**src/rtl/sfm_pkg.sv**
```systemverilog
package sfm_pkg;
    localparam int EXP_W    = 5;
    localparam int EXP_BIAS = 15;
    localparam int EXP_TOP  = (1 << EXP_W) - 1;

    typedef enum logic [1:0] {
        OP_MUL  = 2'd0,
        OP_UP   = 2'd1,
        OP_DOWN = 2'd2,
        OP_ALT  = 2'd3
    } sfm_op_e;

    typedef enum logic [1:0] {
        S_IDLE = 2'd0,
        S_HOLD = 2'd1,
        S_DONE = 2'd2
    } sfm_state_e;

    typedef struct packed {
        logic is_zero;
        logic is_inf;
        logic is_nan;
    } sfm_class_t;
endpackage

```
**src/rtl/sfm_classify.sv**
```systemverilog
module sfm_classify
    import sfm_pkg::*;
#(
    parameter int FRAC_W = 10
) (
    input  logic [FRAC_W+EXP_W:0] val,
    output sfm_class_t            cls,
    output logic [FRAC_W:0]       sig,
    output logic [EXP_W-1:0]      exp_o
);
    logic [FRAC_W-1:0] frac;
    logic              exp_all0;
    logic              exp_all1;

    assign exp_o    = val[FRAC_W +: EXP_W];
    assign frac     = val[FRAC_W-1:0];
    assign exp_all0 = (exp_o == '0);
    assign exp_all1 = (exp_o == '1);

    // subnormals are read as zero; the hidden one is always prepended
    assign cls.is_zero = exp_all0;
    assign cls.is_inf  = exp_all1 && (frac == '0);
    assign cls.is_nan  = exp_all1 && (frac != '0);
    assign sig         = {1'b1, frac};
endmodule

```
**src/rtl/sfm_datapath.sv**
```systemverilog
module sfm_datapath
    import sfm_pkg::*;
#(
    parameter int FRAC_W = 10,
    parameter int SH_W   = 6
) (
    input  logic [1:0]              op,
    input  logic [FRAC_W+EXP_W:0]   a,
    input  logic [FRAC_W+EXP_W:0]   b,
    input  logic signed [SH_W-1:0]  shamt,
    output logic [FRAC_W+EXP_W:0]   res
);
    localparam int W  = FRAC_W + EXP_W + 1;
    localparam int PW = 2 * (FRAC_W + 1);
    localparam int CW = EXP_W + 4;
    localparam logic signed [CW-1:0] BIAS_C = CW'(EXP_BIAS);
    localparam logic signed [CW-1:0] TOP_C  = CW'(EXP_TOP);
    localparam logic [W-1:0] QNAN = {1'b0, {EXP_W{1'b1}}, 1'b1, {(FRAC_W-1){1'b0}}};

    sfm_op_e op_e;
    assign op_e = sfm_op_e'(op);

    logic [W-1:0]       opnd [2];
    sfm_class_t         cls  [2];
    logic [FRAC_W:0]    sig  [2];
    logic [EXP_W-1:0]   ex   [2];

    assign opnd[0] = a;
    assign opnd[1] = b;

    for (genvar g = 0; g < 2; g++) begin : g_cls
        sfm_classify #(.FRAC_W(FRAC_W)) u_cls (
            .val   (opnd[g]),
            .cls   (cls[g]),
            .sig   (sig[g]),
            .exp_o (ex[g])
        );
    end

    // significand product and its normalisation
    logic [PW-1:0]     prod;
    logic              norm;
    logic [FRAC_W-1:0] frac_m;

    assign prod   = sig[0] * sig[1];
    assign norm   = prod[PW-1];
    assign frac_m = norm ? prod[PW-2 -: FRAC_W] : prod[PW-3 -: FRAC_W];

    // exponent paths
    logic signed [CW-1:0] ex0_w, ex1_w, sh_w, e_mul, e_scl;

    assign ex0_w = {{(CW-EXP_W){1'b0}}, ex[0]};
    assign ex1_w = {{(CW-EXP_W){1'b0}}, ex[1]};
    assign sh_w  = {{(CW-SH_W){shamt[SH_W-1]}}, shamt};
    assign e_mul = ex0_w + ex1_w - BIAS_C + {{(CW-1){1'b0}}, norm};
    assign e_scl = (op_e == OP_UP) ? (ex0_w + sh_w) : (ex0_w - sh_w);

    logic                 scaling;
    logic                 s_res;
    logic                 f_nan, f_inf, f_zero;
    logic signed [CW-1:0] e_fin;
    logic [FRAC_W-1:0]    f_fin;

    assign scaling = (op_e == OP_UP) || (op_e == OP_DOWN);

    always_comb begin
        if (scaling) begin
            s_res  = a[W-1];
            f_nan  = cls[0].is_nan;
            f_inf  = cls[0].is_inf;
            f_zero = cls[0].is_zero;
            e_fin  = e_scl;
            f_fin  = sig[0][FRAC_W-1:0];
        end else begin
            s_res  = a[W-1] ^ b[W-1];
            f_nan  = cls[0].is_nan || cls[1].is_nan
                  || (cls[0].is_zero && cls[1].is_inf)
                  || (cls[0].is_inf && cls[1].is_zero);
            f_inf  = cls[0].is_inf || cls[1].is_inf;
            f_zero = cls[0].is_zero || cls[1].is_zero;
            e_fin  = e_mul;
            f_fin  = frac_m;
        end
    end

    always_comb begin
        if (f_nan) begin
            res = QNAN;
        end else if (f_inf) begin
            res = {s_res, {EXP_W{1'b1}}, {FRAC_W{1'b0}}};
        end else if (f_zero || (e_fin <= 0)) begin
            res = {s_res, {(W-1){1'b0}}};
        end else if (e_fin >= TOP_C) begin
            res = {s_res, {EXP_W{1'b1}}, {FRAC_W{1'b0}}};
        end else begin
            res = {s_res, e_fin[EXP_W-1:0], f_fin};
        end
    end
endmodule

```
**src/rtl/sfm_ctrl.sv**
```systemverilog
module sfm_ctrl
    import sfm_pkg::*;
#(
    parameter int LATENCY = 2
) (
    input  logic clk,
    input  logic rst_n,
    input  logic start,
    output logic accept,
    output logic load_stage,
    output logic load_res,
    output logic done
);
    localparam bit TWO_STEP = (LATENCY == 2);

    sfm_state_e state_q, state_d;

    always_ff @(posedge clk or negedge rst_n) begin
        if (!rst_n) begin
            state_q <= S_IDLE;
        end else begin
            state_q <= state_d;
        end
    end

    always_comb begin
        state_d = state_q;
        unique case (state_q)
            S_IDLE, S_DONE: begin
                if (start) begin
                    state_d = TWO_STEP ? S_HOLD : S_DONE;
                end else begin
                    state_d = S_IDLE;
                end
            end
            S_HOLD:  state_d = S_DONE;
            default: state_d = S_IDLE;
        endcase
    end

    always_comb begin
        accept     = start && (state_q != S_HOLD);
        load_stage = TWO_STEP && accept;
        load_res   = TWO_STEP ? (state_q == S_HOLD) : accept;
        done       = (state_q == S_DONE);
    end
endmodule

```
**src/rtl/sfmul_unit.sv**
```systemverilog
module sfmul_unit
    import sfm_pkg::*;
#(
    parameter int FRAC_W  = 10,
    parameter int LATENCY = 2,
    parameter int SH_W    = 6
) (
    input  logic                   clk,
    input  logic                   rst_n,
    input  logic                   start,
    input  logic [1:0]             op,
    input  logic [FRAC_W+EXP_W:0]  a,
    input  logic [FRAC_W+EXP_W:0]  b,
    input  logic signed [SH_W-1:0] shamt,
    output logic                   done,
    output logic [FRAC_W+EXP_W:0]  result
);
    localparam int W = FRAC_W + EXP_W + 1;

    logic accept, load_stage, load_res;

    sfm_ctrl #(.LATENCY(LATENCY)) u_ctrl (
        .clk        (clk),
        .rst_n      (rst_n),
        .start      (start),
        .accept     (accept),
        .load_stage (load_stage),
        .load_res   (load_res),
        .done       (done)
    );

    logic [1:0]             dp_op;
    logic [W-1:0]           dp_a, dp_b;
    logic signed [SH_W-1:0] dp_sh;
    logic [W-1:0]           dp_res;

    if (LATENCY == 2) begin : g_stage
        logic [1:0]             op_q;
        logic [W-1:0]           a_q, b_q;
        logic signed [SH_W-1:0] sh_q;

        always_ff @(posedge clk or negedge rst_n) begin
            if (!rst_n) begin
                op_q <= '0;
                a_q  <= '0;
                b_q  <= '0;
                sh_q <= '0;
            end else if (load_stage) begin
                op_q <= op;
                a_q  <= a;
                b_q  <= b;
                sh_q <= shamt;
            end
        end

        assign dp_op = op_q;
        assign dp_a  = a_q;
        assign dp_b  = b_q;
        assign dp_sh = sh_q;
    end else begin : g_direct
        assign dp_op = op;
        assign dp_a  = a;
        assign dp_b  = b;
        assign dp_sh = shamt;
    end

    sfm_datapath #(.FRAC_W(FRAC_W), .SH_W(SH_W)) u_dp (
        .op    (dp_op),
        .a     (dp_a),
        .b     (dp_b),
        .shamt (dp_sh),
        .res   (dp_res)
    );

    always_ff @(posedge clk or negedge rst_n) begin
        if (!rst_n) begin
            result <= '0;
        end else if (load_res) begin
            result <= dp_res;
        end
    end
endmodule

```
**config.mk**
```make
export PLATFORM = sky130hd
export DESIGN_NAME = sfmul_unit
export DESIGN_NICKNAME = d
export VERILOG_FILES = /design/src/rtl/sfm_pkg.sv /design/src/rtl/sfm_classify.sv /design/src/rtl/sfm_datapath.sv /design/src/rtl/sfm_ctrl.sv /design/src/rtl/sfmul_unit.sv
export SDC_FILE = /design/constraint.sdc
export NUM_CORES = 1
export LEC_CHECK = 0
export BUFFER_PORTS_ARGS = -buffer_cell sky130_fd_sc_hd__buf_4
export CORE_UTILIZATION = 56
export CTS_CLUSTER_DIAMETER = 150
export DETAILED_ROUTE_END_ITERATION = 10
export PLACE_DENSITY_LB_ADDON = 0.12
export SYNTH_ARGS = -nofsm -noshare
export SYNTH_HDL_FRONTEND = slang
export SYNTH_SLANG_ARGS = --single-unit
```
**constraint.sdc**
```tcl
create_clock -name clk -period 6.65 [get_ports clk]
set_input_delay 1.995 -clock clk [delete_from_list [all_inputs] [get_ports clk]]
set_output_delay 1.995 -clock clk [all_outputs]
set_load 0.05 [all_outputs]
```
==> results.sh <==
export IMPL_ys_types=71
export IMPL_initial_core_util_pct=57.2
export IMPL_synth_avg_cell_area_um2=9.27
export IMPL_worstPathArrival_ns=7.03
export IMPL_seq_area_mm2=0.00147
export IMPL_drt_iter0_markers=479
export IMPL_drt_first_pass_iters=6
export IMPL_fp_dieW_um=115
export IMPL_cts_buffers=9
export IMPL_clk_path_buf_depth=2
export IMPL_path_clk_slew_ns=0.06
export IMPL_syn_nets=969
export IMPL_antennaDiodeCount=0
export IMPL_slew_headroom_pct=28.5
export IMPL_num_vias=6116
export IMPL_run_status="finished, violations left"
export IMPL_synthArstFlopShare_pct=100
export IMPL_hold_end="u_ctrl.state_q[0]"
export IMPL_r2r_end="result[12]"
export IMPL_dpl_cell_count=1048
export IMPL_yosysMostFrequentCell="inv_1"
export IMPL_ys_seq_elements=58
export IMPL_drt_wirelength_per_cell_um=17.8
export IMPL_grt_max_degree=59
export IMPL_synth_cells=775
export IMPL_grt_remaining_overflow=0
export IMPL_design_area_mm2=0.00913
export IMPL_synth_top_area_cell="fa_1"
export IMPL_grt_pass1_vias=6349
export IMPL_max_cap_violations=0
export IMPL_r2r_start="dp_a[5]"
export IMPL_antenna_found_initial=0
export IMPL_reg2reg_depth=28
export IMPL_post_place_ws_ns=-0.298
export IMPL_worst_pin_slew_ns=1.07
export IMPL_fin_worst_skew_ns=0.00556
export IMPL_yosys_top_cells_count="inv_1 (126), nand2_1 (84), fa_1 (81)"
export IMPL_dp_hpwl_mm=15.2
export IMPL_grt_usage_pct=31.6
export IMPL_final_cell_count_no_fill=1087
export IMPL_hp_start="u_ctrl.state_q[0]"
export IMPL_die_h_um=115
export IMPL_cp_end_kind="flop"
export IMPL_ioPinCount=60
export IMPL_area_delta_synth_final_pct=27.1
export IMPL_clk_latency_ns=0.34
export IMPL_max_freq_mhz=148
export IMPL_path_class="flop to flop"
export IMPL_cp_num_buf_inv=7
export IMPL_dpl_cell_area_mm2=0.00839
export IMPL_violations="negative setup slack"
export IMPL_post_route_period_util_pct=102
export IMPL_synth_flop_cell="dfrtp_1"
export IMPL_max_stage_delay_ns=0.53
export IMPL_seq_area_frac_synth_pct=20.2
export IMPL_cts_htree_levels=3
export IMPL_wirelength_mm=19.3
export IMPL_setup_ws_ns=-0.126
export IMPL_hold_viol=0
export IMPL_ant_nets=0
export IMPL_synth_edff_count=0
export IMPL_root_buffer="clkbuf_16"
export IMPL_drv_slew=0
export IMPL_cpMaxStageDelayCell="fa_1"
export IMPL_fill_cells=954
export IMPL_fin_crit_ns=6.78
export IMPL_drt_vias_per_instance=5.63
export IMPL_fp_coreArea_mm2=0.0126
export IMPL_required_ns=6.90
export IMPL_synth_top_cell_area_share_pct=22.6
export IMPL_crit_fanout=5
export IMPL_holdPathStages=1
export IMPL_crit_path_start_kind="flop"
export IMPL_rows=41
export IMPL_cts_num_sinks=58
export IMPL_die_area_mm2=0.0133
export IMPL_place_congestion=0.873
export IMPL_drc_errors=0
export IMPL_rrSetupSlack_ns=-0.13
export IMPL_holdCritPathClass="flop to flop"
export IMPL_grt_pass1_wl_mm=31.6
export IMPL_portBuffers=59
export IMPL_drive_above_1_share_pct=32.3
export IMPL_hold_buffers=0
export IMPL_crit_family="adder cells"
export IMPL_yosys_warnings=0
export IMPL_finalNetCount=1104
export IMPL_netlist_area_mm2=0.00718
export IMPL_cts_tree="done"
export IMPL_rsz0062_at_grt="true"
export IMPL_final_setup_viol_count=14
export IMPL_multi_input_area_mm2=0.00541
export IMPL_synth_area_leaders="fa_1 (23%), dfrtp_1 (20%), ha_1 (12%)"
[area by class of cell]
type	instances	area share (%)
Timing Repair Buffer	158	13.4
Clock inverter	7	1.11
Tap cell	172	2.36
Inverter	128	5.29
Sequential cell	58	16.1
Clock buffer	9	2.47
Multi-Input combinational cell	555	59.3
[logic make-up (layout without fill, tap and decap cells)]
kind of cell / count (synthesis) / after routing / share of synthesized area (%)
AND/OR/NAND/NOR: 221 / 221 / 15.0
buffers and inverters: 162 / 302 / 8.69
adder cells (fa/ha/maj): 151 / 151 / 34.8
AO/OA/AOI/OAI: 115 / 115 / 11.1
flip-flops: 58 / 58 / 20.2
multiplexers: 48 / 48 / 7.42
XOR/XNOR: 20 / 20 / 2.73
[per-stage QoR]
step | util, % | hold slack [ns] | setup TNS, ns
global placement | 66.7 | 0.439 | -1.55
CTS | 71.6 | 0.457 | 0
finish | 72.6 | 0.455 | -0.963
floorplan | - | 0.426 | 0
detailed placement | 66.7 | 0.448 | -3.27
global route | 72.6 | 0.484 | -4.38
[per-layer routing]
metal	track usage (%)	vias to the layer above	wire, µm
met5	0	-	0
li1	-	2820	-
met4	9.96	0	533
met1	41.9	3038	8150
met3	5.38	38	1230
met2	52.9	220	9400
[sequential cells by signal, summed over array words and instances (netlist names)]
signal / flops
dp_b: 16
u_ctrl.state_q: 2
dp_op: 2
dp_sh: 6
dp_a: 16
result: 16
[repair_timing]
item / 4_1_cts / 5_1_grt
pin swaps: 32 / 23
setup endpoints to repair: 15 / 15
setup buffers: 16 / 7
resized for setup: 46 / 21
[placed cells by master (no fill, tap or decap), drive strengths merged, types with 19 or more instances in the layout]
master | Yosys | layout
buf | 6 | 158
inv | 127 | 128
nand2 | 85 | 85
fa | 81 | 81
ha | 70 | 70
dfrtp | 58 | 58
mux2 | 42 | 42
nor2 | 38 | 38
and2 | 36 | 36
o21ai | 26 | 26
a21oi | 19 | 19
[worst max-delay path by stage]
stage / start / to / slack, ns / cells past startpoint
6_report: dp_a[5] / result[12] / -0.13 / 28
5_1_grt: dp_a[5] / result[11] / -0.35 / 28
4_1_cts: dp_a[5] / result[11] / 0.003 / 27
3_5_place_dp: dp_b[3] / result[11] / -0.30 / 28
3_3_place_gp: dp_b[3] / result[13] / -0.16 / 28
2_1_floorplan: dp_b[8] / result[13] / 0.002 / 29
Power is left out: the tool's default activity adds up to more than one toggle a clock period on the data nets, which glitch-free logic cannot reach.
